--- config.mk ---
export PLATFORM = sky130hd
export DESIGN_NAME = iqcal_coef_est
export DESIGN_NICKNAME = d
export VERILOG_FILES = /design/src/rtl/iqcal_pkg.sv /design/src/rtl/iqcal_div.sv /design/src/rtl/iqcal_accum.sv /design/src/rtl/iqcal_coef_fmt.sv /design/src/rtl/iqcal_coef_est.sv
export SDC_FILE = /design/constraint.sdc
export NUM_CORES = 2
export LEC_CHECK = 0
export BUFFER_PORTS_ARGS = -buffer_cell sky130_fd_sc_hd__buf_2
export CORE_MARGIN = 5
export CORE_UTILIZATION = 28
export CTS_CLUSTER_DIAMETER = 120
export DETAILED_ROUTE_END_ITERATION = 6
export PLACE_DENSITY = 0.55
export SLEW_MARGIN = 5
export SYNTH_ARGS = -nofsm -noshare
export SYNTH_HDL_FRONTEND = slang
export SYNTH_SLANG_ARGS = --single-unit
--- constraint.sdc ---
create_clock -name clk -period 6.5 [get_ports clk]
set_input_delay 0 -clock clk [delete_from_list [all_inputs] [get_ports clk]]
set_output_delay 0 -clock clk [all_outputs]
set_load 0.02 [all_outputs]
--- src/rtl/iqcal_pkg.sv ---
package iqcal_pkg;

  typedef enum logic [2:0] {
    ST_IDLE,
    ST_ACC,
    ST_SETUP,
    ST_DIV_I,
    ST_DIV_Q,
    ST_FIN
  } est_state_t;

  localparam int COEF_I_W = 6;
  localparam int COEF_Q_W = 5;
  localparam int DEN_I_SHIFT = 7;
  localparam int DEN_Q_SHIFT = 6;
  localparam int Q_BIAS = 64;
  localparam int Q_MAX = 15;
  localparam int Q_MIN = -16;

endpackage

--- src/rtl/iqcal_div.sv ---
module iqcal_div #(
  parameter int W = 32
) (
  input  logic         clk,
  input  logic         rst,
  input  logic         go,
  input  logic [W-1:0] dividend,
  input  logic [W-1:0] divisor,
  output logic [W-1:0] quot,
  output logic         fin
);
  localparam int CW = $clog2(W + 1);

  logic [W-1:0]  rem_q, quo_q, dvs_q;
  logic [CW-1:0] cnt_q;
  logic          run_q;
  logic [W:0]    shifted, trial;
  logic          fits;

  always_comb begin
    shifted = {rem_q, quo_q[W-1]};
    trial   = shifted - {1'b0, dvs_q};
    fits    = ~trial[W];
  end

  always_ff @(posedge clk) begin
    if (rst) begin
      rem_q <= '0;
      quo_q <= '0;
      dvs_q <= '0;
      cnt_q <= '0;
      run_q <= 1'b0;
      fin   <= 1'b0;
    end else begin
      fin <= 1'b0;
      if (go) begin
        rem_q <= '0;
        quo_q <= dividend;
        dvs_q <= divisor;
        cnt_q <= CW'(W);
        run_q <= 1'b1;
      end else if (run_q) begin
        rem_q <= fits ? trial[W-1:0] : shifted[W-1:0];
        quo_q <= {quo_q[W-2:0], fits};
        cnt_q <= cnt_q - 1'b1;
        if (cnt_q == CW'(1)) begin
          run_q <= 1'b0;
          fin   <= 1'b1;
        end
      end
    end
  end

  assign quot = quo_q;
endmodule

--- src/rtl/iqcal_accum.sv ---
module iqcal_accum #(
  parameter int NCH = 3,
  parameter int DW  = 32
) (
  input  logic              clk,
  input  logic              rst,
  input  logic              clr,
  input  logic              add,
  input  logic [NCH*DW-1:0] in_pi,
  input  logic [NCH*DW-1:0] in_pq,
  input  logic [NCH*DW-1:0] in_cr,
  output logic [DW-1:0]     sum_pi [NCH],
  output logic [DW-1:0]     sum_pq [NCH],
  output logic [DW-1:0]     sum_cr [NCH]
);
  for (genvar c = 0; c < NCH; c++) begin : g_chain
    always_ff @(posedge clk) begin
      if (rst || clr) begin
        sum_pi[c] <= '0;
        sum_pq[c] <= '0;
        sum_cr[c] <= '0;
      end else if (add) begin
        sum_pi[c] <= sum_pi[c] + in_pi[c*DW +: DW];
        sum_pq[c] <= sum_pq[c] + in_pq[c*DW +: DW];
        sum_cr[c] <= sum_cr[c] + in_cr[c*DW +: DW];
      end
    end
  end
endmodule

--- src/rtl/iqcal_coef_fmt.sv ---
module iqcal_coef_fmt
  import iqcal_pkg::*;
#(
  parameter int DW = 32
) (
  input  logic [DW-1:0]         quot_i,
  input  logic [DW-1:0]         quot_q,
  input  logic                  neg,
  output logic [COEF_I_W-1:0]   ci,
  output logic [COEF_Q_W-1:0]   cq
);
  logic [COEF_I_W-1:0] low_i;
  logic signed [DW+1:0] q_biased;

  always_comb begin
    low_i = quot_i[COEF_I_W-1:0];
    ci    = neg ? low_i : (COEF_I_W'(0) - low_i);
    q_biased = $signed({2'b00, quot_q}) - (DW+2)'(Q_BIAS);
    if (q_biased > (DW+2)'(Q_MAX))
      cq = COEF_Q_W'(Q_MAX);
    else if (q_biased < $signed((DW+2)'(Q_MIN)))
      cq = COEF_Q_W'(Q_MIN);
    else
      cq = q_biased[COEF_Q_W-1:0];
  end
endmodule

--- src/rtl/iqcal_coef_est.sv ---
module iqcal_coef_est
  import iqcal_pkg::*;
#(
  parameter int NCH   = 3,
  parameter int DW    = 32,
  parameter int CNT_W = 16
) (
  input  logic                   clk,
  input  logic                   rst,
  input  logic                   start,
  input  logic [NCH-1:0]         chain_mask,
  input  logic [CNT_W-1:0]       sample_target,
  input  logic                   meas_valid,
  input  logic [NCH*DW-1:0]      meas_pwr_i,
  input  logic [NCH*DW-1:0]      meas_pwr_q,
  input  logic [NCH*DW-1:0]      meas_corr,
  output logic                   busy,
  output logic                   done,
  output logic                   corr_en,
  output logic [NCH-1:0]         coef_upd,
  output logic [NCH*COEF_I_W-1:0] coef_i,
  output logic [NCH*COEF_Q_W-1:0] coef_q
);
  localparam int CH_W = (NCH > 1) ? $clog2(NCH) : 1;
  localparam logic [DW-1:0] NEG_EDGE = {1'b1, {(DW-1){1'b0}}};

  est_state_t        state;
  logic [CH_W-1:0]   ch;
  logic [CNT_W-1:0]  cnt, target_q;
  logic [NCH-1:0]    mask_q;
  logic              acc_clr, acc_add;
  logic [DW-1:0]     sum_pi [NCH];
  logic [DW-1:0]     sum_pq [NCH];
  logic [DW-1:0]     sum_cr [NCH];

  logic [DW-1:0]     cur_pi, cur_pq, cur_cr, mag, den_i, den_q;
  logic              neg, chain_ok;
  logic [DW-1:0]     pi_hold, denq_hold, quot_i_q;
  logic              neg_q;

  logic              div_go, div_fin;
  logic [DW-1:0]     div_a, div_b, div_quot;
  logic [COEF_I_W-1:0] ci_new;
  logic [COEF_Q_W-1:0] cq_new;
  logic [COEF_I_W-1:0] ci_r [NCH];
  logic [COEF_Q_W-1:0] cq_r [NCH];

  assign acc_clr = (state == ST_IDLE) && start;
  assign acc_add = (state == ST_ACC) && meas_valid;

  iqcal_accum #(.NCH(NCH), .DW(DW)) accum_i (
    .clk(clk), .rst(rst), .clr(acc_clr), .add(acc_add),
    .in_pi(meas_pwr_i), .in_pq(meas_pwr_q), .in_cr(meas_corr),
    .sum_pi(sum_pi), .sum_pq(sum_pq), .sum_cr(sum_cr)
  );

  iqcal_div #(.W(DW)) div_i (
    .clk(clk), .rst(rst), .go(div_go), .dividend(div_a),
    .divisor(div_b), .quot(div_quot), .fin(div_fin)
  );

  iqcal_coef_fmt #(.DW(DW)) fmt_i (
    .quot_i(quot_i_q), .quot_q(div_quot), .neg(neg_q),
    .ci(ci_new), .cq(cq_new)
  );

  // Per-chain statistics selection, sign folding and denominators
  always_comb begin
    cur_pi   = sum_pi[ch];
    cur_pq   = sum_pq[ch];
    cur_cr   = sum_cr[ch];
    neg      = cur_cr > NEG_EDGE;
    mag      = neg ? (~cur_cr + 1'b1) : cur_cr;
    den_i    = ((cur_pi >> 1) + (cur_pq >> 1)) >> DEN_I_SHIFT;
    den_q    = cur_pq >> DEN_Q_SHIFT;
    chain_ok = (cur_pq != '0) && (den_i != '0) && (den_q != '0);
  end

  always_ff @(posedge clk) begin
    if (rst) begin
      state     <= ST_IDLE;
      ch        <= '0;
      cnt       <= '0;
      target_q  <= '0;
      mask_q    <= '0;
      busy      <= 1'b0;
      done      <= 1'b0;
      corr_en   <= 1'b0;
      coef_upd  <= '0;
      div_go    <= 1'b0;
      div_a     <= '0;
      div_b     <= '0;
      pi_hold   <= '0;
      denq_hold <= '0;
      quot_i_q  <= '0;
      neg_q     <= 1'b0;
    end else begin
      done   <= 1'b0;
      div_go <= 1'b0;
      unique case (state)
        ST_IDLE: begin
          if (start) begin
            busy     <= 1'b1;
            corr_en  <= 1'b0;
            coef_upd <= '0;
            mask_q   <= chain_mask;
            target_q <= sample_target;
            cnt      <= '0;
            ch       <= '0;
            state    <= (sample_target == '0) ? ST_SETUP : ST_ACC;
          end
        end
        ST_ACC: begin
          if (meas_valid) begin
            cnt <= cnt + 1'b1;
            if ({1'b0, cnt} + 1'b1 >= {1'b0, target_q})
              state <= ST_SETUP;
          end
        end
        ST_SETUP: begin
          if (mask_q[ch] && chain_ok) begin
            div_go    <= 1'b1;
            div_a     <= mag;
            div_b     <= den_i;
            neg_q     <= neg;
            pi_hold   <= cur_pi;
            denq_hold <= den_q;
            state     <= ST_DIV_I;
          end else if (ch == CH_W'(NCH-1)) begin
            state <= ST_FIN;
          end else begin
            ch <= ch + 1'b1;
          end
        end
        ST_DIV_I: begin
          if (div_fin) begin
            quot_i_q <= div_quot;
            div_go   <= 1'b1;
            div_a    <= pi_hold;
            div_b    <= denq_hold;
            state    <= ST_DIV_Q;
          end
        end
        ST_DIV_Q: begin
          if (div_fin) begin
            coef_upd[ch] <= 1'b1;
            if (ch == CH_W'(NCH-1)) begin
              state <= ST_FIN;
            end else begin
              ch    <= ch + 1'b1;
              state <= ST_SETUP;
            end
          end
        end
        ST_FIN: begin
          busy    <= 1'b0;
          done    <= 1'b1;
          corr_en <= 1'b1;
          state   <= ST_IDLE;
        end
        default: state <= ST_IDLE;
      endcase
    end
  end

  // Coefficient storage, one write port per chain
  for (genvar c = 0; c < NCH; c++) begin : g_coef
    always_ff @(posedge clk) begin
      if (rst) begin
        ci_r[c] <= '0;
        cq_r[c] <= '0;
      end else if ((state == ST_DIV_Q) && div_fin && (ch == CH_W'(c))) begin
        ci_r[c] <= ci_new;
        cq_r[c] <= cq_new;
      end
    end
    assign coef_i[c*COEF_I_W +: COEF_I_W] = ci_r[c];
    assign coef_q[c*COEF_Q_W +: COEF_Q_W] = cq_r[c];
  end
endmodule

==> flow_summary.json <==
{
  "use_met3_pct": 2.67,
  "fp.coreArea_um2": 147000,
  "clock-sinks": 589,
  "grt_usage_pct": 18.9,
  "clock_path_buffers": 3,
  "synthFlopType": "dfxtp_1",
  "fp.dieH_um": 395,
  "p_int_mw": 8.00,
  "antenna_found_initial": 15,
  "p_total_mw": 12.3,
  "gp_congestion": 0.930,
  "drt-initial-drc-count": 3085,
  "post-route-period-util_pct": 90.8,
  "worst_ep_arrival_time_ns": 6.40,
  "grt_pass1_wl_um": 233000,
  "synth_fp_nets": 5963,
  "drt-vias-per-instance": 5.16,
  "cp_cell_sequence": "buf_12, mux2i_1, o22ai_1, ha_1, a21oi_1, o21ai_0, a221o_1, or3_1, a2111oi_0, nand4_1, a2111o_1, o41ai_4, nor3_2, buf_4, nor4_1, nor3_1",
  "yosys_warnings": 0,
  "grt.busiest_layer": "met2",
  "swShare_pct": 35.0,
  "dpl.hpwl_um": 117000,
  "use_met2_pct": 31.6,
  "cts_setup_buffers": 0,
  "grt_max_degree": 109,
  "nNetsFinal": 6585,
  "globalRouteOverflowTotal": 0,
  "synth_edf_count": 33,
  "wl_per_cell_um": 19.6,
  "area_delta_synth_final_pct": 24.8,
  "layout_setup_ws_ns": 0.595,
  "ys_ff_latch": 589,
  "vias": 40800,
  "insertion_delay_ns": 0.67,
  "htreeDepth": 3,
  "crit_buf_inv": 2,
  "seq_power_share_pct": 33.5,
  "period_needed_ns": 5.90,
  "path_class": "flip-flop to flip-flop",
  "status": "complete, no violations",
  "yosysSeqAreaShare_pct": 29.2,
  "yosysTopAreaCell": "dfxtp_1",
  "tightestPinTransition_ns": 1.08,
  "synth_area_um2": 41500,
  "ios": 350,
  "synthCells": 5283,
  "grt_util_met1_pct": 24.9,
  "p_per_area_nw_per_um2": 238,
  "cts_made_buffers": 77,
  "max_freq_mhz": 169,
  "n_fill_cell": 15400,
  "drive_gt1_share_pct": 10.3,
  "dieWidth_um": 395,
  "ant_nets": 0,
  "cts.repair.resized": 0,
  "yosys-top-cells-count": "nand2_1, a21oi_1, nor2_1",
  "num_rows": 141,
  "synth_top_area_share_pct": 26.8,
  "slew_headroom_pct": 27.3,
  "path_clk_slew_ns": 0.06,
  "start_kind": "flip-flop",
  "cp_slowest_stage_delay_ns": 0.69,
  "cp_slowest_cell": "dfxtp_4",
  "static-leakage-power_nw": 21.2,
  "drv_slew": 0,
  "wl_um": 155000,
  "dieArea_um2": 156000,
  "pre_cts_slack_ns": 0.634,
  "cp_top_family": "compound AO/OA/AOI/OAI gates",
  "synth.top_cells.by_area": "dfxtp_1, ha_1, a21oi_1, nand2_1, mux2i_1",
  "io_buffers": 349,
  "yosysMostFrequentCell": "nand2_1",
  "drv_cap": 0,
  "min_path_type": "input port to flip-flop",
  "ir_worst_vdd_uv": 149,
  "async_reset_ff_share_pct": 0,
  "clockPowerShare_pct": 36.2,
  "avgSynthCellArea_um2": 7.85,
  "cts_root_buf": "clkbuf_16",
  "cp.required_ns": 7.00,
  "setup_tns_ns": 0,
  "grt_pass1_vias": 39000,
  "worstSetupEndpointType": "flip-flop",
  "p_switching_mw": 4.31,
  "tritoncts": "built",
  "drc_errors": 0,
  "start_util_pct": 28.1,
  "hold_buffers": 395,
  "rsz0062_at_grt": "false",
  "yosysUniqueCellTypes": 83,
  "comb_power_share_pct": 30.2,
  "finClkSkew_ns": 0.0333,
  "first_pass_iters": 5,
  "setup_viol": 0,
  "cp_max_fo": 45,
  "hold_viol": 0
}
## power groups by stage
| stage | clock, mW | combinational, mW | sequential, mW |
|---|---|---|---|
| after detailed placement | 0 | 3.39 | 4.21 |
| after global placement | 0 | 3.36 | 4.21 |
| after floorplan | 0 | 2.46 | 4.05 |
| after global routing | 4.70 | 4.09 | 4.15 |
| after CTS | 4.57 | 3.70 | 4.13 |
| final | 4.46 | 3.72 | 4.13 |
## per-stage QoR
| step | std cells | cell area, µm² | util [%] | hold slack (ns) |
|---|---|---|---|---|
| after floorplan | 5283 | 41500 | - | 0.136 |
| after global placement | 7361 | 45200 | 30.6 | 0.254 |
| after detailed placement | 7361 | 45200 | 30.6 | 0.260 |
| after CTS | 7890 | 51700 | 35.1 | 0.00278 |
| after global routing | 7895 | 51700 | 35.1 | 0.0659 |
| final | 7902 | 51800 | 35.1 | 0.0499 |
## final cells by class
class                   instances  area [µm²]  share of cell area (%)
repair buffers                791        6150                    11.9
inverters                     168         631                    1.22
clock inverters                37         428                   0.827
diodes                         12        30.0                  0.0580
well taps                    1930        2410                    4.67
flip-flops and latches        589       12100                    23.4
multi-input cells            4278       27800                    53.7
clock buffers                  97        2180                    4.21
## cells in the final DEF (no fill, tap or decap), types with 19 or more instances in the layout
master / count
or2_2: 19
ha_1: 359
nand4_1: 33
xor2_1: 92
dfxtp_1: 552
buf_4: 40
o211ai_1: 22
o31ai_1: 25
a211o_1: 21
a21o_1: 154
xnor2_1: 191
a211oi_1: 91
and3_1: 42
inv_1: 168
nor4_1: 30
or4_1: 20
a21boi_0: 24
nand2_1: 715
or3_1: 38
o21ai_0: 236
nor3_1: 107
o22ai_1: 42
nor2b_1: 54
mux2i_1: 250
buf_2: 348
dlygate4sd3_1: 395
o21bai_1: 45
nand3_1: 104
a31oi_1: 51
a311oi_2: 22
nand2b_1: 37
edfxtp_1: 33
o21a_1: 62
clkbuf_16: 81
a21oi_1: 584
nor2_1: 561
## path summary, 6_finish.rpt
| path | start | end | slack, ns | depth (start not counted) |
|---|---|---|---|---|
| setup / recovery | ch[0]$_SDFFE_PP0P_ | state[1]$_SDFFE_PP0P_ | 0.60 | 16 |
| hold reg to reg | corr_en$_SDFFE_PP0P_ | corr_en$_SDFFE_PP0P_ | 0.46 | 1 |
| hold / removal | meas_corr[75] | accum_i.sum_cr[11]$_SDFFE_PP0P_ | 0.05 | 6 |
| setup reg to reg | ch[0]$_SDFFE_PP0P_ | state[1]$_SDFFE_PP0P_ | 0.60 | 16 |
## worst register-to-register path: cells and delay by family, from the launching register on
kind	cells	cell delay, ns
mux	1	0.17
compound gates	7	2.73
buf+inv	2	0.68
fa+ha+maj	1	0.38
simple gates	5	1.11
flops	1	0.69
## per-layer routing
metal	wire length (µm)	vias up
met5	41	-
li1	-	20200
met3	8260	222
met2	71200	1074
met4	5810	6
met1	69300	19300
## registers in the layout (all words and copies together), names as in the netlist, 2 cells and up
signal and count:
ch 2, cnt 16, div_b 26, ci_r 18, accum_i.sum_pi 96, div_a 32, accum_i.sum_pq 96, div_i.dvs_q 26
div_i.quot 32, accum_i.sum_cr 96, quot_i_q 6, div_i.rem_q 32, denq_hold 26, div_i.cnt_q 6, mask_q 3, state 3
coef_upd 3, pi_hold 32, cq_r 15, target_q 16
## cells by family after synthesis
group	count (synthesis)	share of synthesized area, %
compound gates	1527	23.5
xor+xnor	283	5.98
fa+ha+maj	369	11.3
buf+inv	416	3.98
flops	589	29.2
mux	254	6.14
simple gates	1845	19.8
Note: power is estimated with default switching activity, not from simulation.
